--- config.mk ---
export PLATFORM = sky130hd
export DESIGN_NAME = rfseq_top
export DESIGN_NICKNAME = d
export VERILOG_FILES = /design/src/rtl/rfseq_pkg.sv /design/src/rtl/rfseq_decode.sv /design/src/rtl/rfseq_rowctr.sv /design/src/rtl/rfseq_init.sv /design/src/rtl/rfseq_top.sv
export SDC_FILE = /design/constraint.sdc
export NUM_CORES = 1
export LEC_CHECK = 0
export BUFFER_PORTS_ARGS = -buffer_cell sky130_fd_sc_hd__buf_4
export CORE_ASPECT_RATIO = 1.1
export CORE_MARGIN = 2
export CORE_UTILIZATION = 45
export DETAILED_ROUTE_END_ITERATION = 6
export PLACE_DENSITY_LB_ADDON = 0.1
export SYNTH_ARGS = -nofsm -noshare
export SYNTH_HDL_FRONTEND = slang
export SYNTH_SLANG_ARGS = --single-unit
--- constraint.sdc ---
create_clock -name clk -period 3.6 [get_ports clk]
set_clock_uncertainty 0.1 [all_clocks]
set_input_delay 0.36 -clock clk [delete_from_list [all_inputs] [get_ports clk]]
set_output_delay 0.36 -clock clk [all_outputs]
set_load 0.01 [all_outputs]
--- src/rtl/rfseq_pkg.sv ---
package rfseq_pkg;

    typedef enum logic [2:0] {
        ST_IDLE,
        ST_CNT,
        ST_RD,
        ST_WR,
        ST_SELF
    } seq_st_e;

    typedef enum logic [2:0] {
        CY_CNT,
        CY_READ,
        CY_WRITE,
        CY_SELF,
        CY_BAD
    } cyc_kind_e;

    typedef struct packed {
        logic sel;
        logic wr;
        logic rf;
        logic cl;
        logic we;
    } ctl_lv_t;

    // Class of a cycle from the control levels present at its start.
    function automatic cyc_kind_e decode_kind(ctl_lv_t c);
        if (c.rf)                            return CY_CNT;
        if (!c.sel && c.wr && c.cl && !c.we) return CY_SELF;
        if (!c.sel)                          return CY_BAD;
        if (c.wr)                            return CY_WRITE;
        return CY_READ;
    endfunction

endpackage

--- src/rtl/rfseq_decode.sv ---
module rfseq_decode
    import rfseq_pkg::*;
#(
    parameter int ROW_W = 11
) (
    input  ctl_lv_t          lv,
    input  logic [ROW_W-1:0] row,
    input  logic [ROW_W-1:0] last_row,
    input  logic             last_ok,
    output cyc_kind_e        kind,
    output logic             rd_hit
);
    always_comb begin
        kind   = decode_kind(lv);
        rd_hit = last_ok && (row == last_row);
    end
endmodule

--- src/rtl/rfseq_rowctr.sv ---
module rfseq_rowctr #(
    parameter int CNT_W     = 10,
    parameter int SR_PERIOD = 7812
) (
    input  logic             clk,
    input  logic             rst,
    input  logic             adv,
    input  logic             self_on,
    output logic [CNT_W-1:0] cnt,
    output logic             self_tick
);
    localparam int TW = (SR_PERIOD > 2) ? $clog2(SR_PERIOD) : 1;
    localparam logic [TW-1:0] T_LAST = TW'(SR_PERIOD - 1);

    logic [TW-1:0] tmr;

    assign self_tick = self_on && (tmr == T_LAST);

    always_ff @(posedge clk) begin
        if (rst) begin
            cnt <= '0;
            tmr <= '0;
        end else begin
            if (adv || self_tick) cnt <= cnt + 1'b1;
            if (!self_on || self_tick) tmr <= '0;
            else                       tmr <= tmr + 1'b1;
        end
    end
endmodule

--- src/rtl/rfseq_init.sv ---
module rfseq_init #(
    parameter int INIT_CYC  = 10,
    parameter int INIT_FCYC = 8,
    parameter int INIT_RDS  = 2,
    parameter int WD_WIN    = 8000000,
    parameter int WD_MIN    = 1024
) (
    input  logic clk,
    input  logic rst,
    input  logic quiet_ok,
    input  logic cyc_done,
    input  logic f_done,
    input  logic rd_miss,
    input  logic stb,
    output logic ready,
    output logic starve
);
    localparam int CW = $clog2(INIT_CYC + 1);
    localparam int FW = $clog2(INIT_FCYC + 1);
    localparam int RW = $clog2(INIT_RDS + 1);
    localparam int WW = $clog2(WD_WIN);
    localparam int MW = $clog2(WD_MIN + 1);
    localparam logic [CW-1:0] CYC_C  = CW'(INIT_CYC);
    localparam logic [FW-1:0] F_C    = FW'(INIT_FCYC);
    localparam logic [RW-1:0] RD_C   = RW'(INIT_RDS);
    localparam logic [WW-1:0] W_LAST = WW'(WD_WIN - 1);
    localparam logic [MW-1:0] MIN_C  = MW'(WD_MIN);
    localparam logic [MW-1:0] MIN_M1 = MW'(WD_MIN - 1);

    logic [CW-1:0] cyc_n;
    logic [FW-1:0] f_n;
    logic [RW-1:0] rd_n;
    logic [WW-1:0] wd_t;
    logic [MW-1:0] rf_n;
    logic          win_end;
    logic          enough;

    always_comb begin
        win_end = ready && (wd_t == W_LAST);
        enough  = (rf_n == MIN_C) || (stb && (rf_n == MIN_M1));
    end

    always_ff @(posedge clk) begin
        if (rst) begin
            cyc_n  <= '0;
            f_n    <= '0;
            rd_n   <= '0;
            ready  <= 1'b0;
            wd_t   <= '0;
            rf_n   <= '0;
            starve <= 1'b0;
        end else begin
            if (quiet_ok) begin
                if (cyc_done && cyc_n != CYC_C) cyc_n <= cyc_n + 1'b1;
                if (f_done   && f_n   != F_C)   f_n   <= f_n + 1'b1;
                if (rd_miss  && rd_n  != RD_C)  rd_n  <= rd_n + 1'b1;
            end
            if (quiet_ok && cyc_n == CYC_C && f_n == F_C && rd_n == RD_C)
                ready <= 1'b1;
            if (ready) begin
                if (win_end) begin
                    wd_t <= '0;
                    rf_n <= '0;
                    if (!enough) starve <= 1'b1;
                end else begin
                    wd_t <= wd_t + 1'b1;
                    if (stb && rf_n != MIN_C) rf_n <= rf_n + 1'b1;
                end
            end
        end
    end
endmodule

--- src/rtl/rfseq_top.sv ---
module rfseq_top
    import rfseq_pkg::*;
#(
    parameter int ROW_W     = 11,
    parameter int CNT_W     = 10,
    parameter int INIT_HIGH = 38,
    parameter int SR_PRE    = 13,
    parameter int SR_PERIOD = 7812,
    parameter int INIT_CYC  = 10,
    parameter int INIT_FCYC = 8,
    parameter int INIT_RDS  = 2,
    parameter int WD_WIN    = 8000000,
    parameter int WD_MIN    = 1024
) (
    input  logic             clk,
    input  logic             rst,
    input  logic             row_fall,
    input  logic             row_rise,
    input  logic             cs_act,
    input  logic             wr_sel,
    input  logic             rf_act,
    input  logic             cl_act,
    input  logic             we_act,
    input  logic [ROW_W-1:0] row_addr,
    output logic [ROW_W-1:0] rfsh_row,
    output logic             rfsh_stb,
    output logic             cache_load,
    output logic             ready,
    output logic             in_selfref,
    output logic             err_rule,
    output logic             err_starve
);
    localparam int HMAX = (INIT_HIGH > SR_PRE) ? INIT_HIGH : SR_PRE;
    localparam int HW   = $clog2(HMAX + 1);
    localparam logic [HW-1:0] HMAX_C = HW'(HMAX);
    localparam logic [HW-1:0] INIT_C = HW'(INIT_HIGH);
    localparam logic [HW-1:0] PRE_C  = HW'(SR_PRE);

    seq_st_e          st;
    ctl_lv_t          lv;
    cyc_kind_e        kind;
    logic             rd_hit;
    logic [ROW_W-1:0] last_row;
    logic             last_ok;
    logic [ROW_W-1:0] row_q;
    logic             col_seen;
    logic [HW-1:0]    hi_cnt;
    logic             quiet_ok;
    logic             sr_guard;
    logic [CNT_W-1:0] cnt;
    logic             self_tick;
    logic             st_idle;
    logic             fall_ok;
    logic             rise_ok;
    logic             f_end;
    logic             re_only;
    logic             rd_miss;
    logic             cnt_start;
    logic             early;
    logic             stb_d;

    assign lv = '{sel: cs_act, wr: wr_sel, rf: rf_act, cl: cl_act, we: we_act};

    rfseq_decode #(.ROW_W(ROW_W)) u_dec (
        .lv       (lv),
        .row      (row_addr),
        .last_row (last_row),
        .last_ok  (last_ok),
        .kind     (kind),
        .rd_hit   (rd_hit)
    );

    rfseq_rowctr #(.CNT_W(CNT_W), .SR_PERIOD(SR_PERIOD)) u_ctr (
        .clk       (clk),
        .rst       (rst),
        .adv       (f_end),
        .self_on   (st == ST_SELF),
        .cnt       (cnt),
        .self_tick (self_tick)
    );

    rfseq_init #(
        .INIT_CYC (INIT_CYC),
        .INIT_FCYC(INIT_FCYC),
        .INIT_RDS (INIT_RDS),
        .WD_WIN   (WD_WIN),
        .WD_MIN   (WD_MIN)
    ) u_init (
        .clk      (clk),
        .rst      (rst),
        .quiet_ok (quiet_ok),
        .cyc_done (rise_ok),
        .f_done   (f_end),
        .rd_miss  (rd_miss),
        .stb      (rfsh_stb),
        .ready    (ready),
        .starve   (err_starve)
    );

    always_comb begin
        st_idle   = (st == ST_IDLE);
        fall_ok   = row_fall && st_idle;
        rise_ok   = row_rise && !st_idle;
        f_end     = rise_ok && (st == ST_CNT);
        re_only   = rise_ok && (st == ST_WR) && !(col_seen || cl_act);
        rd_miss   = fall_ok && (kind == CY_READ) && !rd_hit;
        cnt_start = fall_ok && (kind == CY_CNT);
        early     = fall_ok && ((!quiet_ok && hi_cnt < INIT_C) ||
                                (sr_guard && hi_cnt < PRE_C));
        stb_d     = cnt_start || re_only || self_tick;
    end

    assign in_selfref = (st == ST_SELF);

    always_ff @(posedge clk) begin
        if (rst) begin
            st         <= ST_IDLE;
            last_row   <= '0;
            last_ok    <= 1'b0;
            row_q      <= '0;
            col_seen   <= 1'b0;
            hi_cnt     <= '0;
            quiet_ok   <= 1'b0;
            sr_guard   <= 1'b0;
            rfsh_row   <= '0;
            rfsh_stb   <= 1'b0;
            cache_load <= 1'b0;
            err_rule   <= 1'b0;
        end else begin
            // cycle class and return to idle
            if (fall_ok) begin
                unique case (kind)
                    CY_CNT:   st <= ST_CNT;
                    CY_READ:  st <= ST_RD;
                    CY_WRITE: st <= ST_WR;
                    CY_SELF:  st <= ST_SELF;
                    default:  st <= ST_IDLE;
                endcase
                row_q    <= row_addr;
                col_seen <= 1'b0;
                sr_guard <= 1'b0;
            end else if (rise_ok) begin
                st <= ST_IDLE;
                if (st == ST_SELF) sr_guard <= 1'b1;
            end else if (st == ST_WR && cl_act) begin
                col_seen <= 1'b1;
            end

            // idle-time counter
            if (rise_ok)                             hi_cnt <= '0;
            else if (st_idle && !fall_ok && hi_cnt != HMAX_C) hi_cnt <= hi_cnt + 1'b1;
            if (st_idle && hi_cnt >= INIT_C)         quiet_ok <= 1'b1;

            // last-read row tracking
            if (rd_miss) begin
                last_row <= row_addr;
                last_ok  <= 1'b1;
            end

            // outputs
            rfsh_stb   <= stb_d;
            cache_load <= rd_miss;
            if (re_only)                     rfsh_row <= row_q;
            else if (cnt_start || self_tick) rfsh_row <= ROW_W'(cnt);

            if (early || (fall_ok && kind == CY_BAD)) err_rule <= 1'b1;
        end
    end
endmodule

==> results.md, run 1 <==
* Outcome: complete, no violations
* Final worst slack at a little under 1000 ps
* Fill cells at 1127
* Area after DPL at around 0.0058 mm2
* Main synth FF type: dfxtp_1
* # nets final at 693
* Pin count of the biggest net entering global routing at 57
* Clock sink count at about 120
* Setup TNS at 0 ps
* Seq cells post-synth at between 100 and 150
* Setup Viol. Count Final at 0
* First-pass GRT wire length at 20600 um
* Total chip power at 3.10 mW
* Root Buffer: clkbuf_16
* Row cnt at 41
* Area of the multi-input gates at 0.00284 mm2
* Share of cells above drive strength 1 at between 10 and 15%
* Critical Setup Path Class: reg -> reg
* CTS HTree Levels at 4
* Clock latency on the worst-skew pair at 410 ps
* Die Ht at 119 um
* Data required, critical path at roughly 3800 ps
* Slew Limit Headroom at 22.6%
* Top-Level Pins at 37
* Mapped Nets at 660
* PD cells at 489 mW/mm2
* Max-slew violations at 0
* Post-Route WL at 11800 um
* Worst-case clock buffer depth at 2
* # port buffers at 36
* Synth Cell Area at approximately 0.0054 mm2
* Critical Path Sink Type: flip-flop
* HP Class: in -> reg
* Crit path launch type: flip-flop
* WHS at 106 ps
* Gate count after technology mapping at 627
* Critical Path AT at 2870 ps
* Total CTS buffers at 17
* Synthesized area per cell at 8.59 um2
* Via count at 4468
* Post-CTS sizing at 0
* Die footprint at 0.0129 mm2
* Initial DRT Pass Iterations at 4
* Die Wd at 108 um
* Antenna violations before repair at 0
* Fin crit share at about 73%
* Core area at between 0.01 and 0.015 mm2
* Fin crit period at 2640 ps
* Grt total ovfl at 0
* Post-synthesis cell type count at 48
* Leak Pwr at 2.38 nW
* Post-route ant nets at 0
* Fin area at 0.00635 mm2
* Worst-margin pin slew at between 1000 and 1500 ps
* Vias in the first global route at between 4000 and 5000
* Synth warn at 0
* Initial DRC Count at ~250
* Area Growth Syn to Fin at 17.8%
* GRT Total Usage at 20.0%
* DRC Markers at 0
* Final hold viol count at 0
* Post-synth EDFFs at 0
* Register area share after synthesis at a little over two fifths
* Ant. Diodes at 0
* # Post-CTS Setup Buffers at 0
* DP Worst Slack at 984 ps
* CP Max Fanout at 17
* CTS tree: yes
* Final HPWL from detailed placement at 8080 um
* Max-cap violations at 0
* Initial Utilization at between 40 and 50%
* Unrepaired setup endpoints after global routing: false
* Routability congestion estimate at 0.833
* Drt wl/cell at 14.4 um
* Ys async rst share at 0%
* Hold_buf cts at 0
* Max VDD drop at a little over 0.3 mV
* Avg Vias per Cell at 5.44
* CTS clock-pin slew for the worst setup and hold paths at 50 ps
* Achievable frequency at 0.379 GHz
* Register area at between 0.002 and 0.0025 mm2
[power breakdown]
group / internal, mW / leakage [nW] / switching, mW
Clock: 1.05 / 0.279 / 0.543
Combinational: 0.0636 / 1.15 / 0.0905
Sequential: 1.33 / 0.955 / 0.0209
Total: 2.45 / 2.38 / 0.655
[placed cells by master, fill, tap and decap left out, types with 12 or more instances in the layout]
cell type / synthesis / routed
a21oi_1: 48 / 48
a31o_2: 12 / 12
and3_1: 14 / 14
buf_4: 0 / 42
clkbuf_16: 0 / 17
dfxtp_1: 118 / 118
ha_1: 13 / 13
inv_1: 20 / 20
mux2i_1: 12 / 12
nand2_1: 59 / 59
nand3_1: 26 / 26
nand4_1: 19 / 19
nor2_1: 89 / 89
xnor2_1: 27 / 27
xor2_1: 33 / 33
[path summary, 6_finish.rpt]
kind / from / end / slack, ps / cells past startpoint
max: u_init.wd_t[0] / u_init.rf_n[6] / 960 / 6
min: row_addr[2] / last_row[2] / 110 / 2
max reg2reg: u_init.wd_t[0] / u_init.rf_n[6] / 960 / 6
min reg2reg: u_ctr.tmr[0] / u_ctr.tmr[0] / 360 / 1
[cell usage after synthesis (all sizes together), types with 3 or more instances]
cell	n	area (um2)
xor2	33	289
and3	14	87.6
or4	8	63.8
dfxtp	118	2360
a21oi	48	240
nor3	7	35.0
buf	4	18.8
xnor2	27	236
a211oi	11	82.6
nand4b	3	26.3
a31o	12	105
inv	20	75.1
nor2	89	334
nand3b	5	37.5
or3	11	68.8
nand4	19	119
nand3	26	130
and4	6	52.6
ha	13	163
nand2	59	221
mux2i	12	120
a31oi	3	18.8
o21ai	13	65.1
nor4	8	71.3
o31ai	6	45.0
and2	6	37.5
clkbuf	24	90.1
[metal layers]
layer  part of all wire, %  vias up  global-route usage, %
li1                      -     2273                      -
met1                    45     2110                   24.2
met2                    49       64                   33.0
met3                   3.4       21                   5.24
met4                   2.1        0                   9.05
met5                     0        -                      0
[logic make-up (layout without fill, tap and decap cells)]
| kind of cell | count (synthesis) | after routing | synth area share (%) |
|---|---|---|---|
| fa+ha+maj | 13 | 13 | 3.02 |
| compound gates | 105 | 105 | 12.2 |
| flops | 118 | 118 | 43.8 |
| simple gates | 270 | 270 | 25.4 |
| buf+inv | 49 | 93 | 3.48 |
| mux | 12 | 12 | 2.23 |
| xor+xnor | 60 | 60 | 9.75 |
[critical path: stages, from the launching register on]
cell and delay (ps):
dfxtp_1 330, ha_1 230, and3_1 270, and4_1 290, a22oi_1 880, o21ai_0 270, a21oi_1 190
[layout make-up]
| cell class | count | area share, % |
|---|---|---|
| multi-input combinational | 460 | 44.7 |
| sequential | 118 | 37.2 |
| clock buffer | 27 | 8.24 |
| timing repair buffer | 42 | 4.97 |
| tap | 150 | 2.96 |
| inverter | 21 | 1.24 |
| clock inverter | 3 | 0.631 |
[sequential cells by signal, summed over array words and instances, names as in the netlist]
| signal | count |
|---|---|
| u_init.wd_t | 23 |
| u_ctr.tmr | 13 |
| last_row | 11 |
| rfsh_row | 11 |
| row_q | 11 |
| u_init.rf_n | 11 |
| u_ctr.cnt | 10 |
| hi_cnt | 6 |
| u_init.cyc_n | 4 |
| u_init.f_n | 4 |
| st | 3 |
| u_init.rd_n | 2 |
| cache_load | 1 |
| col_seen | 1 |
| err_rule | 1 |
| last_ok | 1 |
| quiet_ok | 1 |
| rfsh_stb | 1 |
| sr_guard | 1 |
| u_init.ready | 1 |
| u_init.starve | 1 |
[stage by stage]
stage	utilization (%)	instances
finish	54.7	821
global route	54.7	821
CTS	54.7	821
detailed placement	49.9	791
global placement	49.9	791
floorplan	-	627
(Power assumes the default switching activity.)
==> run 2: changes to the inputs <==
- clock period: 3.6 -> 2.7 ns (I/O delays scaled with it)
==> run 2 against run 1 <==
Power up 36%. First-iteration DRC count rose by 5.2%. Register-to-register slack lost 760 ps. Cell area is 2.5% higher. Combinational power rose by 45%. Via count is 0.43% higher. Core utilization rose by 1.4 points. Final cell count up 1.8%. Wire length rose by 2.2%. Maximum frequency grew 5.5%. Non-clock buffer count increased by 14. Global-route usage fell by 0.11 points. Critical path type unchanged. Highest routed layer unchanged.
==> results.md, run 2 (same netlist as run 1, synthesis figures left out) <==
* Largest register FFs at 23
* Worst-case clock buffer depth at 2
* Reg2reg end: u_init.rf_n[10]
* Achievable frequency at 0.400 GHz
* Drt wl/cell at 14.5 um
* Busiest grt layer: met2
* Clock sink count at 118
* Routability congestion estimate at 0.814
* Most frequent cells in the layout: 118 x dfxtp_1, 89 x nor2_1, 59 x nand2_1, 48 x a21oi_1, 46 x buf_4
* Slew Limit Headroom at a little under three fifths
* Share of cells above drive strength 1 at a little over an eighth
* Critical Path Sink Type: flip-flop
* Crit path launch type: flip-flop
* Crit-path cells: or4_1 -> nor4_2 -> a22oi_2 -> or4_1 -> a21oi_1
* Row cnt at 41
* Fin crit period at 2500 ps
* Critical Path AT at 2750 ps
* Max VDD drop at 0.367 mV
* Vias in the first global route at 4227
* Worst-margin pin slew at 672 ps
* Fin crit share at 92.7%
* PD cells at about 650 mW/mm2
* Critical Setup Path Class: reg -> reg
* Top-Level Pins at 37
* Area Growth Syn to Fin at 20.7%
* CP Max Fanout at 17
* Reg2reg setup slack at 200 ps
* Die Wd at 108 um
* Grt total ovfl at 0
* Setup TNS at 0 ps
* Antenna violations before repair at 0
* HP Class: in -> reg
* CTS clock-pin slew for the worst setup and hold paths at roughly 50 ps
* Critical Path End: u_init.rf_n[10]
* Core area at 0.0116 mm2
* Clock latency on the worst-skew pair at 420 ps
* Final HPWL from detailed placement at 8200 um
* Root Buffer: clkbuf_16
* # port buffers at 36
* Largest regs: u_init.wd_t (23), u_ctr.tmr (13)
* Fill cells at about 1100
* GR Util met2 at 32.3%
* R2R depth at 5
* DRC Markers at 0
* Avg Vias per Cell at between 5 and 6
* Initial Utilization at 46.5%
* First-pass GRT wire length at 20100 um
* CTS tree: yes
* Initial DRC Count at 261
* FF-to-FF Start: u_init.wd_t[9]
* Total CTS buffers at 17
* GRT Total Usage at about a fifth
* Layout Utilization at 56.1%
* # Post-CTS Setup Buffers at 0
* Outcome: complete, no violations
* Critical path's slowest cell: or4_1
* Leak Pwr at 2.45 nW
* Unrepaired setup endpoints after global routing: false
* Post-Route WL at 12100 um
* Ant. Diodes at 0
* CTS HTree Levels at 4
* GR Layer Usage met3 at 5.24%
* GR Layer Usage met1 at 24.6%
* Register bank with the most flops: u_init.wd_t
* Slowest Stage Delay on Critical Path at 560 ps
* Final hold viol count at 0
* Commonest non-fill, non-tap cell in the layout: dfxtp_1
* Max-cap violations at 0
* Setup Viol. Count Final at 0
* Most frequent cell on the critical path: or4_1
* Die Ht at approximately 120 um
* Die footprint at 0.0129 mm2
* CP Launch Point: u_init.wd_t[9]
* Post-route ant nets at 0
* Max-slew violations at 0
* # nets final at 707
* Via count at 4487
* Data required, critical path at 2950 ps
* Pin count of the biggest net entering global routing at 57
* Hold depth at 2
* Initial DRT Pass Iterations at 4
## run 2: area by class of cell
class / count / area [um2] / share of cell area (%)
multi-input combinational: 460 / 2840 / 43.7
sequential: 118 / 2360 / 36.3
clock buffer: 29 / 541 / 8.31
timing repair buffer: 56 / 455 / 7.00
tap: 150 / 188 / 2.89
inverter: 21 / 78.8 / 1.21
clock inverter: 2 / 35.0 / 0.539
## run 2: worst min path at each step
stage | to | start
finish | last_row[9] | row_addr[9]
global route | last_row[5] | row_addr[5]
CTS | last_row[5] | row_addr[5]
detailed placement | u_ctr.tmr[0] | u_ctr.tmr[0]
global placement | u_ctr.tmr[0] | u_ctr.tmr[0]
floorplan | row_q[0] | row_addr[0]
## run 2: stage by stage
step / hold slack (ps) / power (mW) / area (um2) / std cells / worst slack, ps
6_report: 24.6 / 4.21 / 6500 / 836 / 198
5_1_grt: 23.2 / 4.37 / 6500 / 836 / 27.1
4_1_cts: 3.23 / 4.25 / 6500 / 836 / 53.7
3_5_place_dp: 352 / 2.06 / 5830 / 796 / 72.0
3_3_place_gp: 344 / 2.05 / 5830 / 796 / 183
2_1_floorplan: 306 / 1.96 / 5390 / 627 / 539
## run 2: critical path, delay by kind of cell (launching register included)
kind             cells  cell delay, ps
AO/OA/AOI/OAI        2             440
flip-flops           1             330
AND/OR/NAND/NOR      3            1560
## run 2: power by group
group	total, mW	leakage [nW]	switching (mW)	internal, mW
registers	1.81	0.955	0.0290	1.78
clock network	2.18	0.284	0.751	1.43
logic	0.223	1.22	0.124	0.0990
## run 2: metal layers
metal / routed length (um) / part of all wire (%)
met1: 5530 / 46
met2: 5910 / 49
met3: 426 / 3.5
met4: 222 / 1.8
met5: 0 / 0
## run 2: repair_timing
item / CTS / global route
resized for setup: 0 / 1
hold endpoints to repair: 9 / 0
hold buffers: 9 / 0
endpoints found under the setup margin: 0 / 8
==> run 3: changes to the inputs <==
--- a/config.mk
+++ b/config.mk
@@ -9,5 +9,5 @@
 export CORE_ASPECT_RATIO = 1.1
 export CORE_MARGIN = 2
-export CORE_UTILIZATION = 45
+export CORE_UTILIZATION = 35
 export DETAILED_ROUTE_END_ITERATION = 6
 export PLACE_DENSITY_LB_ADDON = 0.1
==> constraint.sdc (replaced) <==
create_clock -name clk -period 2.7 [get_ports clk]
set_clock_uncertainty 0.1 [all_clocks]
set_input_delay 0.27 -clock clk [delete_from_list [all_inputs] [get_ports clk]]
set_output_delay 0.27 -clock clk [all_outputs]
set_load 0.005 [all_outputs]
==> run 3 against run 2 <==
Wire length up 1.8%. Sequential share of layout area grew 0.37 points. Sequential cell count did not move. Die area is 27% higher. Register-to-register slack gained 60 ps. Sequential power is essentially flat. Critical path type unchanged.
==> results.md, run 3 (same netlist as run 1, synthesis figures left out) <==
* Outcome: complete, no violations
* Die Ht at 134 um
* WHS at 20.1 ps
* Critical Setup Path Class: reg -> reg
* # nets final at about 700
* Reg2reg setup slack at 260 ps
* GRT Total Usage at 16.1%
* Final worst slack at 262 ps
* CTS tree: yes
* First-pass GRT wire length at about 21000 um
* R2R depth at 6
* Initial DRC Count at 203
* Clock latency on the worst-skew pair at 410 ps
* Placed Instances at 844
* Most frequent cell on the critical path: or4_1
* Die Wd at ~120 um
* Critical path's slowest cell: or4_1
* Reg2reg end: u_init.rf_n[8]
* Leak Pwr at between 2 and 2.5 nW
* Layout Utilization at 42.8%
* Achievable frequency at 0.410 GHz
* Share of cells above drive strength 1 at 13.6%
* Root Buffer: clkbuf_16
* Initial Utilization at 35.8%
* Final HPWL from detailed placement at 8680 um
* Data required, critical path at between 2000 and 3000 ps
* Via count at about 4500
* Ant. Diodes at 0
* # Post-CTS Setup Buffers at 0
* Post-route ant nets at 0
* Vias in the first global route at 4392
* Crit-path cells: or4_1 -> nor4_2 -> a22oi_1 -> buf_4 -> or4_1 -> a21oi_1
* DP Worst Slack at 252 ps
* Slowest Stage Delay on Critical Path at 540 ps
* Slew Limit Headroom at 59.0%
* Pin count of the biggest net entering global routing at 57
* Hold Crit Start: row_addr[9]
* Max VDD drop at 0.426 mV
* Max-cap violations at 0
* Avg Vias per Cell at approximately 5.1
* Critical Path AT at 2670 ps
* Max-slew violations at 0
* HP Class: in -> reg
* Final hold viol count at 0
* CP Max Fanout at 17
* Post-CTS sizing at 0
* Hold endpoint: last_row[9]
* Core area at about 0.015 mm2
* Antenna violations before repair at 0
* Setup Viol. Count Final at 0
* Worst-case clock buffer depth at 2
* # port buffers at 36
* Register bank with the most flops: u_init.wd_t
* Hold depth at 2
* Clock sink count at 118
* Largest regs: u_init.wd_t (23), u_ctr.tmr (13)
* Fin crit share at 90.3%
* Largest register FFs at 23
* Die footprint at 0.0164 mm2
* PD cells at between 600 and 700 mW/mm2
* Top-Level Pins at 37
* Routability congestion estimate at 0.826
* FF-to-FF Start: u_init.wd_t[9]
* Row cnt at 47
* Initial DRT Pass Iterations at 4
* Fin crit period at approximately 2400 ps
* Grt total ovfl at 0
* Post-Layout Cell Count at just under 900
* Area Growth Syn to Fin at 19.5%
* Unrepaired setup endpoints after global routing: false
* Hold_buf cts at 1
* CTS HTree Levels at 4
* CTS clock-pin slew for the worst setup and hold paths at 50 ps
* Most frequent cells in the layout: 118 x dfxtp_1, 89 x nor2_1, 59 x nand2_1, 49 x buf_4, 48 x a21oi_1
* Total CTS buffers at 17
* Critical Path Sink Type: flip-flop
* DRC Markers at 0
* Setup TNS at 0 ps
* Worst-margin pin slew at 615 ps
* Post-Route WL at 12300 um
* Commonest non-fill, non-tap cell in the layout: dfxtp_1
* Drt wl/cell at 14.1 um
* Crit path launch type: flip-flop
## run 3: per-layer routing
metal / GRT usage, % / wire length [um] / up-vias
li1: - / - / 2286
met1: 19.9 / 5770 / 2096
met2: 26.6 / 5880 / 62
met3: 3.78 / 320 / 25
met4: 7.15 / 330 / 0
met5: 0 / 0 / -
## run 3: cell type report
class / count / area (um2)
multi-input cells: 460 / 2840
clock inverters: 4 / 20.0
clock buffers: 25 / 515
inverters: 21 / 78.8
well taps: 196 / 245
flip-flops and latches: 118 / 2360
fillers: 1560 / 8620
repair buffers: 50 / 378
## run 3: worst max-delay path, delay by kind of cell (launching register included)
kind	cells	cell delay (ps)
and+or+nand+nor	3	1440
DFF	1	340
AOI/OAI and AO/OA	2	290
buffers and inverters	1	200
## run 3: per-stage QoR
stage               cell area (um2)  power (mW)
floorplan                      5390        1.95
global placement               5890        2.05
detailed placement             5890        2.05
CTS                            6440        4.10
global route                   6440        4.21
finish                         6440        4.04
## run 3: how the worst max path moves through the flow
stage / startpoint / cells past startpoint / end / slack (ps)
floorplan: u_ctr.tmr[8] / 5 / u_ctr.cnt[9] / 540
global placement: u_init.wd_t[9] / 6 / u_init.rf_n[7] / 350
detailed placement: u_init.wd_t[9] / 6 / u_init.rf_n[8] / 250
CTS: u_init.wd_t[9] / 6 / u_init.rf_n[8] / 250
global route: u_init.wd_t[9] / 6 / u_init.rf_n[8] / 110
finish: u_init.wd_t[9] / 6 / u_init.rf_n[8] / 260
## run 3: report_power, final
| group | internal (mW) | switching (mW) | leakage, nW |
|---|---|---|---|
| clock | 1.29 | 0.730 | 0.271 |
| sequential | 1.78 | 0.0293 | 0.955 |
| combinational | 0.0897 | 0.118 | 1.19 |
